**src/rtl/cwg_pkg.sv**
```systemverilog
package cwg_pkg;
    localparam int ADDR_W = 12;
    localparam int DATA_W = 32;

    localparam logic [ADDR_W-1:0] OFS_GLOCK  = 12'h008;
    localparam logic [ADDR_W-1:0] OFS_UNLOCK = 12'h00C;
    localparam logic [ADDR_W-1:0] OFS_STATUS = 12'h010;

    localparam logic [3:0] PAGE_KEYED = 4'h1;
    localparam logic [3:0] PAGE_IMM   = 4'h4;
    localparam logic [3:0] PAGE_MUT   = 4'h8;

    localparam logic [DATA_W-1:0] UNLOCK_KEY = 32'hC5AF_6927;
    localparam logic [7:0]        WRITE_KEY  = 8'h5A;
    localparam logic [1:0]        STATUS_HI  = 2'b11;

    typedef enum logic [2:0] {
        SEL_NONE,
        SEL_STATUS,
        SEL_MUT,
        SEL_IMM,
        SEL_KEYED
    } rd_sel_e;
endpackage

```
**src/rtl/cwg_lock_ctrl.sv**
```systemverilog
module cwg_lock_ctrl
    import cwg_pkg::*;
#(
    parameter int IDLE_CYCLES = 32
) (
    input  logic              clk,
    input  logic              rst_n,
    input  logic              we,
    input  logic              hit_glock,
    input  logic              hit_unlock,
    input  logic              hit_mut,
    input  logic [DATA_W-1:0] wdata,
    output logic              glock,
    output logic              mopen
);
    localparam int CNT_W = $clog2(IDLE_CYCLES + 1);
    localparam logic [CNT_W-1:0] CNT_LAST = CNT_W'(IDLE_CYCLES - 1);

    typedef struct packed {
        logic             glock;
        logic             open;
        logic [CNT_W-1:0] idle;
    } lock_state_t;

    lock_state_t s_d, s_q;

    always_comb begin
        s_d = s_q;
        if (we && hit_glock && wdata[0]) begin
            s_d.glock = 1'b1;
        end
        if (we && hit_unlock) begin
            s_d.open = (wdata == UNLOCK_KEY);
            s_d.idle = '0;
        end else if (s_q.open) begin
            if (we && hit_mut) begin
                s_d.idle = '0;
            end else if (s_q.idle == CNT_LAST) begin
                s_d.open = 1'b0;
                s_d.idle = '0;
            end else begin
                s_d.idle = s_q.idle + 1'b1;
            end
        end
    end

    always_ff @(posedge clk or negedge rst_n) begin
        if (!rst_n) begin
            s_q <= '0;
        end else begin
            s_q <= s_d;
        end
    end

    assign glock = s_q.glock;
    assign mopen = s_q.open;

    assert_glock_sticky_R6: assert property (@(posedge clk) disable iff (!rst_n)
        s_q.glock |=> s_q.glock);
    assert_goodkey_opens_R2: assert property (@(posedge clk) disable iff (!rst_n)
        (we && hit_unlock && wdata == UNLOCK_KEY) |=> s_q.open);
    assert_badkey_closes_R3: assert property (@(posedge clk) disable iff (!rst_n)
        (we && hit_unlock && wdata != UNLOCK_KEY) |=> !s_q.open);
    assert_idle_bound_R4: assert property (@(posedge clk) disable iff (!rst_n)
        s_q.open |-> (s_q.idle <= CNT_LAST));
    assert_idle_held_R4: assert property (@(posedge clk) disable iff (!rst_n)
        !s_q.open |-> (s_q.idle == '0));
endmodule

```
**src/rtl/cwg_write_gate.sv**
```systemverilog
module cwg_write_gate
    import cwg_pkg::*;
#(
    parameter int N_MUT = 4,
    parameter int N_IMM = 4,
    parameter int N_KEY = 2
) (
    input  logic [ADDR_W-1:0] addr,
    input  logic              we,
    input  logic [7:0]        key_byte,
    input  logic              glock,
    input  logic              mopen,
    output logic              hit_glock,
    output logic              hit_unlock,
    output logic              hit_mut,
    output rd_sel_e           rd_sel,
    output logic [5:0]        idx,
    output logic [N_MUT-1:0]  wen_mut,
    output logic [N_IMM-1:0]  wen_imm,
    output logic [N_KEY-1:0]  wen_key
);
    logic [3:0] page;
    logic       aligned;
    logic       in_mut, in_imm, in_key, in_stat;
    logic       ok_mut, ok_imm, ok_key;

    always_comb begin
        page       = addr[11:8];
        idx        = addr[7:2];
        aligned    = (addr[1:0] == 2'b00);
        in_mut     = aligned && (page == PAGE_MUT)   && (int'(idx) < N_MUT);
        in_imm     = aligned && (page == PAGE_IMM)   && (int'(idx) < N_IMM);
        in_key     = aligned && (page == PAGE_KEYED) && (int'(idx) < N_KEY);
        in_stat    = (addr == OFS_STATUS);
        hit_glock  = (addr == OFS_GLOCK);
        hit_unlock = (addr == OFS_UNLOCK);
        hit_mut    = in_mut;

        if (in_stat)     rd_sel = SEL_STATUS;
        else if (in_mut) rd_sel = SEL_MUT;
        else if (in_imm) rd_sel = SEL_IMM;
        else if (in_key) rd_sel = SEL_KEYED;
        else             rd_sel = SEL_NONE;

        ok_mut = we && in_mut && mopen && !glock;
        ok_imm = we && in_imm && !glock;
        ok_key = we && in_key && !glock && (key_byte == WRITE_KEY);
    end

    for (genvar i = 0; i < N_MUT; i++) begin : g_mut
        assign wen_mut[i] = ok_mut && (idx == 6'(i));
    end
    for (genvar i = 0; i < N_IMM; i++) begin : g_imm
        assign wen_imm[i] = ok_imm && (idx == 6'(i));
    end
    for (genvar i = 0; i < N_KEY; i++) begin : g_key
        assign wen_key[i] = ok_key && (idx == 6'(i));
    end
endmodule

```
**src/rtl/cwg_reg_bank.sv**
```systemverilog
module cwg_reg_bank #(
    parameter int N = 4,
    parameter int W = 32
) (
    input  logic         clk,
    input  logic         rst_n,
    input  logic [N-1:0] wen,
    input  logic [W-1:0] wdata,
    input  logic [5:0]   rd_idx,
    output logic [W-1:0] rdata
);
    logic [N-1:0][W-1:0] mem_d, mem_q;

    always_comb begin
        mem_d = mem_q;
        rdata = '0;
        for (int i = 0; i < N; i++) begin
            if (wen[i]) mem_d[i] = wdata;
            if (rd_idx == 6'(i)) rdata = mem_q[i];
        end
    end

    always_ff @(posedge clk or negedge rst_n) begin
        if (!rst_n) begin
            mem_q <= '0;
        end else begin
            mem_q <= mem_d;
        end
    end

    assert_no_write_stable_R5: assert property (@(posedge clk) disable iff (!rst_n)
        (wen == '0) |=> $stable(mem_q));
    assert_single_write_R5: assert property (@(posedge clk) disable iff (!rst_n)
        $onehot0(wen));
endmodule

```
**src/rtl/cfg_write_guard.sv**
```systemverilog
module cfg_write_guard
    import cwg_pkg::*;
#(
    parameter int N_MUT       = 4,
    parameter int N_IMM       = 4,
    parameter int N_KEY       = 2,
    parameter int IDLE_CYCLES = 32
) (
    input  logic              clk,
    input  logic              rst_n,
    input  logic [ADDR_W-1:0] bus_addr,
    input  logic              bus_we,
    input  logic [DATA_W-1:0] bus_wdata,
    output logic [DATA_W-1:0] bus_rdata,
    output logic              glock_o,
    output logic              mopen_o
);
    logic             glock, mopen;
    logic             hit_glock, hit_unlock, hit_mut;
    rd_sel_e          rd_sel;
    logic [5:0]       idx;
    logic [N_MUT-1:0] wen_mut;
    logic [N_IMM-1:0] wen_imm;
    logic [N_KEY-1:0] wen_key;
    logic [DATA_W-1:0] mut_rdata, imm_rdata, key_rdata;
    logic [DATA_W-1:0] key_wdata;

    cwg_lock_ctrl #(.IDLE_CYCLES(IDLE_CYCLES)) u_lock (
        .clk(clk), .rst_n(rst_n), .we(bus_we),
        .hit_glock(hit_glock), .hit_unlock(hit_unlock), .hit_mut(hit_mut),
        .wdata(bus_wdata), .glock(glock), .mopen(mopen)
    );

    cwg_write_gate #(.N_MUT(N_MUT), .N_IMM(N_IMM), .N_KEY(N_KEY)) u_gate (
        .addr(bus_addr), .we(bus_we), .key_byte(bus_wdata[31:24]),
        .glock(glock), .mopen(mopen),
        .hit_glock(hit_glock), .hit_unlock(hit_unlock), .hit_mut(hit_mut),
        .rd_sel(rd_sel), .idx(idx),
        .wen_mut(wen_mut), .wen_imm(wen_imm), .wen_key(wen_key)
    );

    assign key_wdata = {8'h00, bus_wdata[23:0]};

    cwg_reg_bank #(.N(N_MUT), .W(DATA_W)) u_mut (
        .clk(clk), .rst_n(rst_n), .wen(wen_mut), .wdata(bus_wdata),
        .rd_idx(idx), .rdata(mut_rdata)
    );
    cwg_reg_bank #(.N(N_IMM), .W(DATA_W)) u_imm (
        .clk(clk), .rst_n(rst_n), .wen(wen_imm), .wdata(bus_wdata),
        .rd_idx(idx), .rdata(imm_rdata)
    );
    cwg_reg_bank #(.N(N_KEY), .W(DATA_W)) u_key (
        .clk(clk), .rst_n(rst_n), .wen(wen_key), .wdata(key_wdata),
        .rd_idx(idx), .rdata(key_rdata)
    );

    always_comb begin
        case (rd_sel)
            SEL_STATUS: bus_rdata = {STATUS_HI, 28'b0, mopen, glock};
            SEL_MUT:    bus_rdata = mut_rdata;
            SEL_IMM:    bus_rdata = imm_rdata;
            SEL_KEYED:  bus_rdata = key_rdata;
            default:    bus_rdata = '0;
        endcase
    end

    assign glock_o = glock;
    assign mopen_o = mopen;

    assert_glock_blocks_R7: assert property (@(posedge clk) disable iff (!rst_n)
        glock |-> (wen_mut == '0 && wen_imm == '0 && wen_key == '0));
    assert_closed_blocks_R5: assert property (@(posedge clk) disable iff (!rst_n)
        !mopen |-> (wen_mut == '0));
    assert_badkey_blocks_R8: assert property (@(posedge clk) disable iff (!rst_n)
        (bus_wdata[31:24] != WRITE_KEY) |-> (wen_key == '0));
endmodule

```
**config.mk**
```make
export PLATFORM = sky130hd
export DESIGN_NAME = cfg_write_guard
export DESIGN_NICKNAME = d
export VERILOG_FILES = /design/src/rtl/cwg_pkg.sv /design/src/rtl/cwg_lock_ctrl.sv /design/src/rtl/cwg_write_gate.sv /design/src/rtl/cwg_reg_bank.sv /design/src/rtl/cfg_write_guard.sv
export SDC_FILE = /design/constraint.sdc
export NUM_CORES = 1
export LEC_CHECK = 0
export BUFFER_PORTS_ARGS = -buffer_cell sky130_fd_sc_hd__buf_2
export CORE_ASPECT_RATIO = 2
export CORE_MARGIN = 2
export CORE_UTILIZATION = 40
export DETAILED_ROUTE_END_ITERATION = 7
export PLACE_DENSITY = 0.63
export SLEW_MARGIN = 5
export SYNTH_ARGS = -nofsm -noshare
export SYNTH_HDL_FRONTEND = slang
export SYNTH_SLANG_ARGS = --single-unit
```
**constraint.sdc**
```tcl
create_clock -name clk -period 4 [get_ports clk]
set_input_delay 0.2 -clock clk [delete_from_list [all_inputs] [get_ports clk]]
set_output_delay 0.2 -clock clk [all_outputs]
set_load 0.02 [all_outputs]
```
==> metrics.md <==
| Metric | Value |
|---|---|
| Root buffer cell | `clkbuf_16` |
| Startpoint Class | `primary input` |
| DR DRC count | `0` |
| EDFF count, synth | `0` |
| Most common cell after layout, fill and taps aside | `dfrtp_1` |
| Fill cells | `3,268` |
| Crit Path Class | `in -> out` |
| Fin nets | `1,146` |
| Vias per cell | `5.792` |
| Tmin final | `2.884 ns` |
| Setup repair bufs after CTS | `0` |
| # setup viols final | `0` |
| Max Cap Viol | `0` |
| Worst EP arrival | `2.68 ns` |
| Placement Rows | `98` |
| Initial core utilization | `40.44%` |
| 1st-iter DRT viols | `488` |
| FF+latch count, synth | `312` |
| Status | `finished, final reports clean` |
| Setup_tns | `0 ns` |
| Hold_buf cts | `3` |
| Final ANT Viol Nets | `0` |
| Post-route clock skew | `0.008356 ns` |
| RSZ-0062 raised after global routing | `no` |
| Core area | `35,560 sq um` |
| Ports | `81` |
| CP Capture Type | `output pin` |
| Total gr overflow | `0` |
| Synth Net Count | `1,111` |
| Period utilisation layout | `72.10%` |
| Final WL | `35.91 mm` |
| Share of layout cells above drive strength 1 | `39.08%` |
| Final hold violation count | `0` |
| Die W | `138.1 um` |
| TritonCTS clock tree | `done` |
| Inserted Clock Buffers | `27` |
| Netlist cell types | `46` |
| Synth Area in Simple Gates | `4.708%` |
| VDD IR max | `292.8 uV` |
| Mux contribution to synthesized area | `30.04%` |
| Worst Min Path Start | `bus_wdata[4]` |
| Actual slew at the worst max-slew pin | `1.020 ns` |
| Post-synth ARST share | `100.0%` |
| Post-Synth XOR/XNOR Area | `0%` |
| Most frequent cells in the layout | `dfrtp_1 (312), mux2_2 (273), mux2i_1 (85), buf_2 (78), o221ai_1 (60)` |
| Total iterations of the first detailed-routing run | `4` |
| First-pass GRT wire length | `56.55 mm` |
| Critical Path RT | `3.80 ns` |
| Seq/Total Area, Yosys | `54.30%` |
| Post-CTS Resized | `0` |
| Critical Path Start | `bus_addr[1]` |
| Lkg Pwr | `8.166 nW` |
| Register clock-pin slew on the reported worst setup and hold paths | `0.07 ns` |
| Die Y | `272.1 um` |
| Largest buffer count on any clock path | `3` |
| Largest net degree at the start of global routing | `146` |
| Worst skew pair latency | `0.55 ns` |
| Drt wl/cell | `22.96 um` |
| R2r startpoint | `u_lock.mopen$_DFF_PN0_` |
| Post-synth top area cell | `dfrtp_1` |
| Port bufs | `80` |
| Worst-path maximum fanout | `16` |
| Vias in the first global route | `9,634` |
| Tot GR Track Use | `19.03%` |
| PwrDens | `374.7 nW/um^2` |
| Total power | `6.033 mW` |
| Dominant synthesized flop cell | `dfrtp_1` |
| Main combinational cell family by area after synthesis | `multiplexers` |
| Synth area leaders | `dfrtp_1 (54%), mux2_2 (21%), mux2i_1 (5.9%)` |
| Reg2Reg Setup Slack | `1.39 ns` |
| DP HPWL | `22.22 mm` |
| Achievable frequency | `0.3468 GHz` |
| Avg Cell Area, Syn | `13.53 sq um` |
| H-tree levels | `1` |
| Initial antenna violation count | `2` |
| WHS | `0.01641 ns` |
| Post-synthesis adder-cell area fraction | `0.08702%` |
| Total number of vias | `9,059` |
| Die ar. | `37,570 sq um` |
| CTS sink count | `312` |
| Final Slew Violations | `0` |
| Hold WC Path Type | `in -> reg` |
| Synthesized instance count | `1,063` |
| Final core utilization | `45.28%` |
| Routability Congestion | `0.7506` |
| Post-synthesis compound-gate area fraction | `7.788%` |
| Synth top area share | `54.30%` |
| Synth warn | `0` |
| Mapped cell area | `14,380 sq um` |
| Rel. slew slack | `31.97%` |
| Area grow syn2layout | `11.97%` |
-- per-layer routing --
layer	vias to the layer above	GRT usage (%)	wire (um)
met5	-	0	11
met4	2	7.707	1335
met3	63	2.373	1278
met2	177	34.30	18470
met1	4774	23.01	14820
li1	4043	-	-
-- cell families (layout without fill, tap and decap cells) --
kind of cell,count (synthesis),count (layout)
adders and majority gates,1,1
AOI/OAI and AO/OA,137,137
and+or+nand+nor,114,114
muxes,393,393
DFF,312,312
buffers and inverters,106,156
other,0,1
-- synthesized netlist by cell type (5+ instances only) --
master / count
o221ai_1: 60
nor2_1: 10
nand4b_1: 6
nand3_1: 6
mux2_2: 273
buf_2: 9
mux2_1: 35
mux2i_1: 85
nand4_1: 7
o22ai_1: 6
nand2_1: 38
clkbuf_1: 70
buf_1: 18
dfrtp_1: 312
nor4_1: 5
nand2b_1: 8
a2bb2oi_1: 28
o211ai_1: 26
-- stage by stage --
stage          worst slack [ns]  cells  area, sq um
6_report                  1.116   1564        16100
3_3_place_gp              1.022   1516        15220
3_5_place_dp             0.9875   1516        15220
5_1_grt                   1.029   1564        16100
4_1_cts                   1.086   1563        16100
2_1_floorplan             1.713   1063        14380
-- final timing paths --
path,endpoint,depth (start not counted)
max,bus_rdata[9],5
min,u_mut.mem_q[68]$_DFFE_PN0P_,2
max reg2reg,u_mut.mem_q[127]$_DFFE_PN0P_,5
min reg2reg,u_mut.mem_q[85]$_DFFE_PN0P_,1
max in group asynchronous,u_mut.mem_q[123]$_DFFE_PN0P_,3
min in group asynchronous,u_key.mem_q[39]$_DFFE_PN0P_,2
-- area by class of cell --
cell class	count	area [sq um]	share of cell area [%]
antenna	1	2.502	0.01554
clock buffer	38	787.0	4.888
clock inverter	6	62.56	0.3886
inverter	3	11.26	0.06994
multi-input combinational	645	6178	38.37
sequential	312	7807	48.49
tap	450	563.0	3.497
timing repair buffer	109	688.2	4.274
-- worst max-delay path, stage by stage --
cell and delay, ns:
buf_2 0.11, or4_1 0.69, or4_1 1.01, o221ai_1 0.44, buf_2 0.23
-- where the power goes --
| group | total [mW] | internal (mW) | leakage, nW | switching (mW) |
|---|---|---|---|---|
| sequential | 3.16 | 3.16 | 4.33 | 0.00252 |
| clock | 2.57 | 1.43 | 0.422 | 1.14 |
| combinational | 0.304 | 0.0866 | 3.41 | 0.217 |
| total | 6.03 | 4.67 | 8.17 | 1.36 |
-- state kept, by name, summed over array words and instances (netlist names) --
signal / flops
u_lock.mopen: 1
u_lock.glock: 1
u_mut.mem_q: 128
u_imm.mem_q: 128
u_lock.s_q: 6
u_key.mem_q: 48
No activity file was read; power rests on OpenSTA's default activity.
